==> config.mk <==
export PLATFORM = sky130hd
export DESIGN_NAME = maj_row_seq
export DESIGN_NICKNAME = d
export VERILOG_FILES = /design/src/rtl/majseq_pkg.sv /design/src/rtl/majseq_uop_store.sv /design/src/rtl/majseq_row_file.sv /design/src/rtl/majseq_alu.sv /design/src/rtl/majseq_ctrl.sv /design/src/rtl/maj_row_seq.sv
export SDC_FILE = /design/constraint.sdc
export NUM_CORES = 2
export LEC_CHECK = 0
export BUFFER_PORTS_ARGS = -buffer_cell sky130_fd_sc_hd__buf_2
export CAP_MARGIN = 20
export CORE_ASPECT_RATIO = 1.5
export CORE_MARGIN = 10
export CORE_UTILIZATION = 45
export CTS_BUF_LIST = sky130_fd_sc_hd__clkbuf_4
export DETAILED_ROUTE_END_ITERATION = 8
export PLACE_DENSITY_LB_ADDON = 0.12
export SYNTH_ARGS = -nofsm -noshare
export SYNTH_HDL_FRONTEND = slang
export SYNTH_HIERARCHICAL = 1
export SYNTH_SLANG_ARGS = --single-unit
==> constraint.sdc <==
create_clock -name clk -period 15.9 [get_ports clk]
set_clock_uncertainty 0.2 [all_clocks]
set_input_delay 4.77 -clock clk [delete_from_list [all_inputs] [get_ports clk]]
set_output_delay 4.77 -clock clk [all_outputs]
set_load 0.005 [all_outputs]
==> src/rtl/majseq_pkg.sv <==
package majseq_pkg;

   localparam int ROW_AW = 4;
   localparam int N_ROWS = 1 << ROW_AW;
   localparam int UOP_W  = 2 + 4 * ROW_AW;

   typedef enum logic [1:0] {
      OP_COPY = 2'd0,
      OP_MAJ  = 2'd1,
      OP_NOT  = 2'd2,
      OP_END  = 2'd3
   } uop_kind_e;

   typedef enum logic [1:0] {
      ST_IDLE = 2'd0,
      ST_MAP  = 2'd1,
      ST_RUN  = 2'd2
   } seq_state_e;

   typedef struct packed {
      uop_kind_e         kind;
      logic [ROW_AW-1:0] dst;
      logic [ROW_AW-1:0] sa;
      logic [ROW_AW-1:0] sb;
      logic [ROW_AW-1:0] sc;
   } uop_t;

endpackage

==> src/rtl/majseq_uop_store.sv <==
module majseq_uop_store
   import majseq_pkg::*;
#(
   parameter int UOP_AW = 6
) (
   input  logic              clk,
   input  logic              we,
   input  logic [UOP_AW-1:0] waddr,
   input  logic [UOP_W-1:0]  wdata,
   input  logic [UOP_AW-1:0] raddr,
   output uop_t              rdata
);
   localparam int DEPTH = 1 << UOP_AW;

   logic [UOP_W-1:0] mem [DEPTH];

   always_ff @(posedge clk) begin
      if (we) mem[waddr] <= wdata;
   end

   assign rdata = uop_t'(mem[raddr]);

endmodule

==> src/rtl/majseq_row_file.sv <==
module majseq_row_file
   import majseq_pkg::*;
#(
   parameter int ROW_W = 16
) (
   input  logic              clk,
   input  logic              rst_n,
   input  logic              we0,
   input  logic [ROW_AW-1:0] wa0,
   input  logic [ROW_W-1:0]  wd0,
   input  logic              we1,
   input  logic [ROW_AW-1:0] wa1,
   input  logic [ROW_W-1:0]  wd1,
   input  logic [ROW_AW-1:0] ra,
   input  logic [ROW_AW-1:0] rb,
   input  logic [ROW_AW-1:0] rc,
   input  logic [ROW_AW-1:0] rh,
   output logic [ROW_W-1:0]  da,
   output logic [ROW_W-1:0]  db,
   output logic [ROW_W-1:0]  dc,
   output logic [ROW_W-1:0]  dh
);
   logic [ROW_W-1:0] rows [N_ROWS];

   for (genvar r = 0; r < N_ROWS; r++) begin : g_row
      if (r < 2) begin : g_const
         assign rows[r] = (r == 1) ? {ROW_W{1'b1}} : {ROW_W{1'b0}};
      end else begin : g_reg
         logic [ROW_W-1:0] q;
         always_ff @(posedge clk) begin
            if (!rst_n)                                 q <= '0;
            else if (we0 && (wa0 == ROW_AW'(r)))        q <= wd0;
            else if (we1 && (wa1 == ROW_AW'(r)))        q <= wd1;
         end
         assign rows[r] = q;
      end
   end

   assign da = rows[ra];
   assign db = rows[rb];
   assign dc = rows[rc];
   assign dh = rows[rh];


   port_clash_chk: assert property (@(posedge clk) disable iff (!rst_n)
      (we0 && we1) |-> (wa0 != wa1));

endmodule

==> src/rtl/majseq_alu.sv <==
module majseq_alu
   import majseq_pkg::*;
#(
   parameter int ROW_W = 16
) (
   input  uop_kind_e        kind,
   input  logic [ROW_W-1:0] a,
   input  logic [ROW_W-1:0] b,
   input  logic [ROW_W-1:0] c,
   output logic [ROW_W-1:0] y
);
   logic [ROW_W-1:0] maj_v;

   for (genvar i = 0; i < ROW_W; i++) begin : g_lane
      assign maj_v[i] = (a[i] & b[i]) | (b[i] & c[i]) | (a[i] & c[i]);
   end

   always_comb begin
      unique case (kind)
         OP_MAJ:  y = maj_v;
         OP_NOT:  y = ~a;
         default: y = a;
      endcase
   end

endmodule

==> src/rtl/majseq_ctrl.sv <==
module majseq_ctrl
   import majseq_pkg::*;
#(
   parameter int UOP_AW = 6,
   parameter int SLOT_A = 10,
   parameter int SLOT_B = 11,
   parameter int SLOT_Y = 12
) (
   input  logic              clk,
   input  logic              rst_n,
   input  logic              start,
   input  logic [UOP_AW-1:0] seq_base,
   input  logic [ROW_AW-1:0] opa,
   input  logic [ROW_AW-1:0] opb,
   input  logic [ROW_AW-1:0] res,
   input  uop_t              uop,
   input  logic              host_we,
   input  logic [ROW_AW-1:0] host_wa,
   output logic [UOP_AW-1:0] pc,
   output logic              busy,
   output logic              done,
   output logic              err,
   output uop_kind_e         alu_kind,
   output logic [ROW_AW-1:0] ra,
   output logic [ROW_AW-1:0] rb,
   output logic [ROW_AW-1:0] rc,
   output logic              we0,
   output logic [ROW_AW-1:0] wa0,
   output logic              we1,
   output logic [ROW_AW-1:0] wa1,
   output logic              sel_host
);
   localparam logic [ROW_AW-1:0] RA_SLOT = ROW_AW'(SLOT_A);
   localparam logic [ROW_AW-1:0] RB_SLOT = ROW_AW'(SLOT_B);
   localparam logic [ROW_AW-1:0] RY_SLOT = ROW_AW'(SLOT_Y);
   localparam logic [UOP_AW-1:0] PC_LAST = {UOP_AW{1'b1}};

   seq_state_e        state_q;
   logic [UOP_AW-1:0] pc_q;
   logic [ROW_AW-1:0] opa_q, opb_q, res_q;
   logic              done_q, err_q;
   logic              accept, at_end;

   assign accept = (state_q == ST_IDLE) && start;
   assign at_end = (state_q == ST_RUN) && (uop.kind == OP_END);

   always_ff @(posedge clk) begin
      if (!rst_n) begin
         state_q <= ST_IDLE;
         pc_q    <= '0;
         opa_q   <= '0;
         opb_q   <= '0;
         res_q   <= '0;
         done_q  <= 1'b0;
         err_q   <= 1'b0;
      end else begin
         done_q <= at_end;
         unique case (state_q)
            ST_IDLE: if (start) begin
               state_q <= ST_MAP;
               pc_q    <= seq_base;
               opa_q   <= opa;
               opb_q   <= opb;
               res_q   <= res;
               err_q   <= 1'b0;
            end
            ST_MAP: state_q <= ST_RUN;
            ST_RUN: begin
               if (uop.kind == OP_END) begin
                  state_q <= ST_IDLE;
               end else if (pc_q == PC_LAST) begin
                  state_q <= ST_IDLE;
                  err_q   <= 1'b1;
               end else begin
                  pc_q <= pc_q + 1'b1;
               end
            end
            default: state_q <= ST_IDLE;
         endcase
      end
   end

   always_comb begin
      alu_kind = OP_COPY;
      ra       = '0;
      rb       = '0;
      rc       = '0;
      we0      = 1'b0;
      wa0      = '0;
      we1      = 1'b0;
      wa1      = '0;
      sel_host = 1'b0;
      unique case (state_q)
         ST_IDLE: begin
            sel_host = 1'b1;
            we0      = host_we;
            wa0      = host_wa;
         end
         ST_MAP: begin
            ra  = opa_q;
            rb  = opb_q;
            we0 = 1'b1;
            wa0 = RA_SLOT;
            we1 = 1'b1;
            wa1 = RB_SLOT;
         end
         ST_RUN: begin
            we0 = 1'b1;
            if (uop.kind == OP_END) begin
               ra  = RY_SLOT;
               wa0 = res_q;
            end else begin
               alu_kind = uop.kind;
               ra       = uop.sa;
               rb       = uop.sb;
               rc       = uop.sc;
               wa0      = uop.dst;
            end
         end
         default: ;
      endcase
   end

   assign pc   = pc_q;
   assign busy = (state_q != ST_IDLE);
   assign done = done_q;
   assign err  = err_q;


   done_pulse_chk: assert property (@(posedge clk) disable iff (!rst_n)
      done_q |=> !done_q);


   done_idle_chk: assert property (@(posedge clk) disable iff (!rst_n)
      done_q |-> (state_q == ST_IDLE));


   pc_step_chk: assert property (@(posedge clk) disable iff (!rst_n)
      ((state_q == ST_RUN) && ($past(state_q) == ST_RUN)) |-> (pc_q == $past(pc_q) + 1'b1));


   start_ignore_chk: assert property (@(posedge clk) disable iff (!rst_n)
      ((state_q != ST_IDLE) && start) |=> ($stable(opa_q) && $stable(opb_q) && $stable(res_q)));


   err_nodone_chk: assert property (@(posedge clk) disable iff (!rst_n)
      $rose(err_q) |-> (!done_q && (state_q == ST_IDLE)));


   err_hold_chk: assert property (@(posedge clk) disable iff (!rst_n)
      (err_q && !accept) |=> err_q);

endmodule

==> src/rtl/maj_row_seq.sv <==
module maj_row_seq
   import majseq_pkg::*;
#(
   parameter int ROW_W  = 16,
   parameter int UOP_AW = 6,
   parameter int SLOT_A = 10,
   parameter int SLOT_B = 11,
   parameter int SLOT_Y = 12
) (
   input  logic              clk,
   input  logic              rst_n,
   input  logic              uop_we,
   input  logic [UOP_AW-1:0] uop_addr,
   input  logic [UOP_W-1:0]  uop_wdata,
   input  logic              row_we,
   input  logic [ROW_AW-1:0] row_waddr,
   input  logic [ROW_W-1:0]  row_wdata,
   input  logic [ROW_AW-1:0] row_raddr,
   output logic [ROW_W-1:0]  row_rdata,
   input  logic              start,
   input  logic [UOP_AW-1:0] seq_base,
   input  logic [ROW_AW-1:0] opnd_a,
   input  logic [ROW_AW-1:0] opnd_b,
   input  logic [ROW_AW-1:0] res_row,
   output logic              busy,
   output logic              done,
   output logic              err
);
   if (ROW_W < 1) begin : g_bad_width
      $error("ROW_W must be at least 1");
   end
   if (UOP_AW < 1 || UOP_AW > 10) begin : g_bad_depth
      $error("UOP_AW must lie in 1..10");
   end
   if (SLOT_A < 2 || SLOT_B < 2 || SLOT_Y < 2 ||
       SLOT_A >= N_ROWS || SLOT_B >= N_ROWS || SLOT_Y >= N_ROWS) begin : g_bad_slot
      $error("compute slots must be writable rows");
   end
   if (SLOT_A == SLOT_B) begin : g_slot_clash
      $error("operand slots must differ");
   end

   uop_t              cur_uop;
   logic [UOP_AW-1:0] pc;
   uop_kind_e         alu_kind;
   logic [ROW_AW-1:0] ra, rb, rc, wa0, wa1;
   logic              we0, we1, sel_host;
   logic [ROW_W-1:0]  da, db, dc, alu_y, wd0;

   majseq_uop_store #(.UOP_AW(UOP_AW)) u_store (
      .clk   (clk),
      .we    (uop_we && !busy),
      .waddr (uop_addr),
      .wdata (uop_wdata),
      .raddr (pc),
      .rdata (cur_uop)
   );

   majseq_ctrl #(
      .UOP_AW(UOP_AW), .SLOT_A(SLOT_A), .SLOT_B(SLOT_B), .SLOT_Y(SLOT_Y)
   ) u_ctrl (
      .clk      (clk),
      .rst_n    (rst_n),
      .start    (start),
      .seq_base (seq_base),
      .opa      (opnd_a),
      .opb      (opnd_b),
      .res      (res_row),
      .uop      (cur_uop),
      .host_we  (row_we),
      .host_wa  (row_waddr),
      .pc       (pc),
      .busy     (busy),
      .done     (done),
      .err      (err),
      .alu_kind (alu_kind),
      .ra       (ra),
      .rb       (rb),
      .rc       (rc),
      .we0      (we0),
      .wa0      (wa0),
      .we1      (we1),
      .wa1      (wa1),
      .sel_host (sel_host)
   );

   majseq_alu #(.ROW_W(ROW_W)) u_alu (
      .kind (alu_kind),
      .a    (da),
      .b    (db),
      .c    (dc),
      .y    (alu_y)
   );

   assign wd0 = sel_host ? row_wdata : alu_y;

   majseq_row_file #(.ROW_W(ROW_W)) u_rows (
      .clk   (clk),
      .rst_n (rst_n),
      .we0   (we0),
      .wa0   (wa0),
      .wd0   (wd0),
      .we1   (we1),
      .wa1   (wa1),
      .wd1   (db),
      .ra    (ra),
      .rb    (rb),
      .rc    (rc),
      .rh    (row_raddr),
      .da    (da),
      .db    (db),
      .dc    (dc),
      .dh    (row_rdata)
   );

endmodule

[Word level (Yosys, flattened, before mapping)]
Memories as Yosys holds them, arrays and structs flattened. A register that Yosys moved wholly into a read port is not among the register bits.
Cells that the tools add are included.
Word-level totals
  bits in registers: 246
  bits in writable memories: 1152
  output and inout bits: 19
  memories: 1
Operators by class
  add/sub/neg operators: 1
  order comparisons: 4
  equality and inequality tests: 39
  multiplexer cells: 72
  bitwise logic cells: 85
  reductions and logical operators: 53
Memory list
  u_store.mem: depth 64, bits a word 18, rd ports 1, clocked after memory_dff 1, write ports 1, RTL line majseq_uop_store.sv:15  | logic [UOP_W-1:0] mem [DEPTH];
Operators with widths (count)
  2-to-1 mux 16 bit: 37
  binary-select mux 16 bit (select 4 bit): 4
  equality test 4 bit (second input constant): 16
  AND 1 bit: 48
  equality test 4 x 3 -> 1 bit (second input constant): 8
  OR 1 bit: 32
  one-hot mux 16 bit (2 select lines): 1
  nonzero test 2 bit: 16
  logical AND 1 bit: 30
  2-to-1 mux 6 bit: 5
  2-to-1 mux 4 bit: 6
  >= comparator 5 bit (second input constant): 4
  inverter 4 -> 5 bit: 4
  equality test 4 x 2 -> 1 bit (second input constant): 4
  inverter 16 bit: 1
  one-hot mux 4 bit (2 select lines): 2
  one-hot mux 4 bit (3 select lines): 1
  one-hot mux 6 bit (2 select lines): 1
  2-to-1 mux 2 bit: 5
  inequality test 2 bit (second input constant): 4
  AND reduction 4 bit: 2
  2-to-1 mux 1 bit: 7
  adder 6 x 1 -> 6 bit (second input constant): 1
  equality test 2 bit (second input constant): 3
  9 further kinds: 12

[Longest topological paths before layout]
  depth after elaboration: 13
  depth in mapped cells: 26

[Cells and area by module]
Netlist, hierarchy kept.
By module, submodules not included
  majseq_uop_store: instances 1, cells each 1939, area an instance 44261.2 um^2
  majseq_row_file: instances 1, cells each 2078, area an instance 18082.3 um^2
  majseq_ctrl: instances 1, cells each 180, area an instance 1375.1 um^2
  majseq_alu: instances 1, cells each 77, area an instance 613.1 um^2
  maj_row_seq: instances 1, cells each 19, area an instance 255.2 um^2

[Worst setup path before layout]
Ideal clock, no wire load.
  path kind: input to output
  from: in row_raddr[1]
  to: out row_rdata[10]
  arrival time: 6.031 ns
  required time: 10.930 ns
  slack: 4.899 ns
  cell stages on the path: 5
  cells stage by stage: buf_2 > buf_2 > mux4_2 > o22ai_1 > a21oi_1
On the way
  longest elaborated chain between the ends: 4
Ends and longest elaborated chain
  start: declaration: RTL line maj_row_seq.sv:18  | input logic [ROW_AW-1:0] row_raddr,
  inverter 4 -> 5 bit (implied by the code): RTL line majseq_row_file.sv:42  | assign dh = rows[rh];
  binary-select mux 16 bit (select 4 bit): RTL line majseq_row_file.sv:42
  2-to-1 mux 16 bit (implied by the code) (2 in series): RTL line majseq_row_file.sv:42
  end: declaration: RTL line maj_row_seq.sv:19  | output logic [ROW_W-1:0] row_rdata,
Every way passes these cells. The select of a mux whose other input is x is not followed.

[Final worst setup path]
  from: in row_raddr[0]
  to: out row_rdata[1]
The elaborated chain is that of the path after synthesis.

==> reports/results.txt <==
outcome - finished with violations
failing checks - max-slew violations
register area share after synthesis - 61.2%
startpoint types - primary input
critical path's top delay family - simple AND/OR/NAND/NOR gates
DIE HEIGHT - 484 microns
post-synthesis adder-cell area fraction - 0.155%
Critical Path RT - 10,930 ps
pwr/cell area - 120 nW/um^2
CTS Hold Bufs - 0
critical path arrival - 7560 ps
Lkg Pwr - 21.9 nW
final setup margin - 3370 ps
Fill cells - 12,300
Critical Path Slowest Stage Cell - nand2b_1
first-pass GRT wire length - 316 mm
Critical Path Source - row_raddr[0]
drc violations - 0
die footprint - 159,000 sq um
CP Class - primary input to primary output
htree depth - 5
largest family of logic cells by synthesized area - multiplexers
max_cap viols - 0
Nets - 4,526
Synth Area in Compound Gates - 11.2%
layout cells sized above 1 - 30.5%
area of the multi-input gates - 23,300 sq um
maximum root-to-sink buffer count - 4
Mapped Nets - 4,372
achievable frequency - 0.0798 GHz
Hold Fails Final Rpt - 0
wire per inst - 33.4 microns
initial core utilization - 45.2%
Final min period - 12,530 ps
Async SR Flop Fraction - 0%
synth cell count leaders - edfxtp_1, mux4_2, a31oi_1, clkbuf_1, o21ai_0
CTS buffer count - 355
worst hold path type - flop to flop
Buf/Inv on CP - 3
1st-iter DRT viols - 5,158
maximum vdd drop - 0.0639 mV
count leader, synth - edfxtp_1
Yosys warning count - 6
top cell type's share of synthesized area - 53.6%
max incr delay on CP - 990 ps
Distinct cells, synth - 61
EDFF count, synth - 1,152
Worst setup EP type - primary output
largest net degree at the start of global routing - 98
Max transition margin - -139%
max-slew violation count - 260
TritonRoute pass-1 iters - 7
initial antenna violation count - 30
TritonCTS clock tree - built
Rows - 170
Core Area - 143,000 sq um
via/cell ratio - 6.66
Detail Placement HPWL - 128 mm
total grt overflow - 0
mux contribution to synthesized area - 18.9%
sequential cell area - 39,500 sq um
Area contributors post-synth - edfxtp_1, mux4_2, dfxtp_1
period utilization - 78.8%
Ports - 90
XOR/XNOR share of the synthesized area - 0%
Clock Pin Slew Worst Setup and Hold Paths - 70 ps
main flop type after synthesis - edfxtp_1
Setup TNS - 0 ps
Gate Count Post-Synth - 4,293
DP Worst Slack - 3540 ps
Final ANT Viol Nets - 0
CTS Root Cell - clkbuf_4
FF-to-FF Start - u_ctrl/pc[0]$_SDFFE_PN0P_
clk_lat worst skew - 1320 ps
area delta synth->final - 10.3%
Final Total Pwr - 8.52 mW
CP Cell Sequence - buf_2 > buf_4 > nand2b_1 > o22ai_1 > a21oi_1 > buf_2
PostCTS Resize Cnt - 0
final setup fails - 0
Die Width - 329 microns
simple-gate portion of the synthesized area - 5.25%
Total Wirelength - 220 mm
routed via count - 43,800
cell repeated most along the worst path - buf_2
worst-margin pin slew - 3580 ps
Avg Cell Area, Syn - 15.0 sq um
Hold Startpoint - u_ctrl/res_q[3]$_SDFFE_PN0P_
setup bufs post-CTS - 0
largest area contributor in the netlist - edfxtp_1
post-synthesis register bit count - 1,398
RSZ-0062 raised after global routing - false
CTS sink count - 1,398
port bufs - 89
vias in the first global route - 44,000
All-Layer GR Usage - 27.2%
post-synth design cell area - 64,600 sq um
largest fanout on the critical path - 50
routability cong. - 0.931
## path summary, 6_finish.rpt
check	endpoint	slack, ps	cells past startpoint
setup / recovery	row_rdata[1]	3370	6
hold / removal	u_ctrl/res_q[3]$_SDFFE_PN0P_	260	2
setup reg to reg	u_rows/g_row[4].g_reg.q[4]$_SDFFE_PN0P_	7190	21
hold reg to reg	u_ctrl/res_q[3]$_SDFFE_PN0P_	260	2
## cell families after synthesis
group | Yosys count
flops | 1398
compound gates | 1151
simple gates | 665
mux | 598
buf+inv | 472
fa+ha+maj | 8
other cells | 1
## layer usage
metal	global-route usage, %	wire [microns]	up-vias	share of wire, %
li1	-	-	18200	-
met1	31.5	77200	22500	35
met2	45.9	111000	2449	51
met3	6.91	18100	711	8.2
met4	14.7	13200	34	6.0
met5	0.245	218	-	0.099
## report_power, final
| group | switching [mW] | internal [mW] | leakage, nW |
|---|---|---|---|
| Clock | 1.43 | 1.48 | 2.51 |
| Sequential | 0.105 | 4.02 | 12.4 |
| Combinational | 0.969 | 0.522 | 7.07 |
## cell type report
cell class | instances | share of cell area (%)
tap | 1892 | 3.32
inverter | 11 | 0.0580
clock buffer | 503 | 5.30
timing repair buffer | 258 | 2.54
sequential | 1398 | 55.5
antenna | 17 | 0.0597
clock inverter | 86 | 0.555
multi-input combinational | 2423 | 32.7
## cell usage in the layout (no fill, tap or decap), types with 8 or more instances in the layout
master,count
a211oi_1,18
a21o_1,64
a21oi_1,112
a22oi_1,11
a31oi_1,293
buf_2,87
buf_4,164
clkbuf_4,503
clkinv_1,66
clkinv_2,10
dfxtp_1,241
diode_2,17
edfxtp_1,1152
inv_1,10
mux2_2,18
mux2_4,10
mux2i_1,78
mux4_2,492
nand2_1,139
nand2b_1,11
nand3_1,239
nand3b_1,74
nor2_1,39
nor2_2,50
nor2_4,11
nor2b_1,9
nor2b_4,8
nor3_1,11
o211ai_1,25
o211ai_2,10
o21ai_0,248
o21ai_1,37
o22ai_1,90
o31ai_1,226
or2_2,12
or3_1,13
## worst reg2reg max path: cells and delay by family (launching register included)
kind	cells	cell delay, ps
compound gates	9	1940
buf+inv	6	3060
flops	1	790
mux	4	2260
simple gates	2	290
## per-stage QoR
step | area (sq um) | hold slack [ps] | utilization (%) | instances
global route | 71200 | 284 | 49.8 | 6580
finish | 71200 | 257 | 49.8 | 6588
detailed placement | 66900 | 248 | 46.8 | 5978
floorplan | 64600 | 236 | - | 4293
global placement | 66900 | 242 | 46.8 | 5978
CTS | 71100 | 259 | 49.7 | 6567
## state kept, by name, summed over array words and instances (netlist names)
signal,cells
u_ctrl/opa_q,4
u_rows/g_row.g_reg.q,224
u_ctrl/err,1
u_store/mem,1152
u_ctrl/res_q,4
u_ctrl/state_q,2
u_ctrl/pc,6
u_ctrl/done,1
u_ctrl/opb_q,4
No activity file was read; power rests on OpenSTA's default activity.
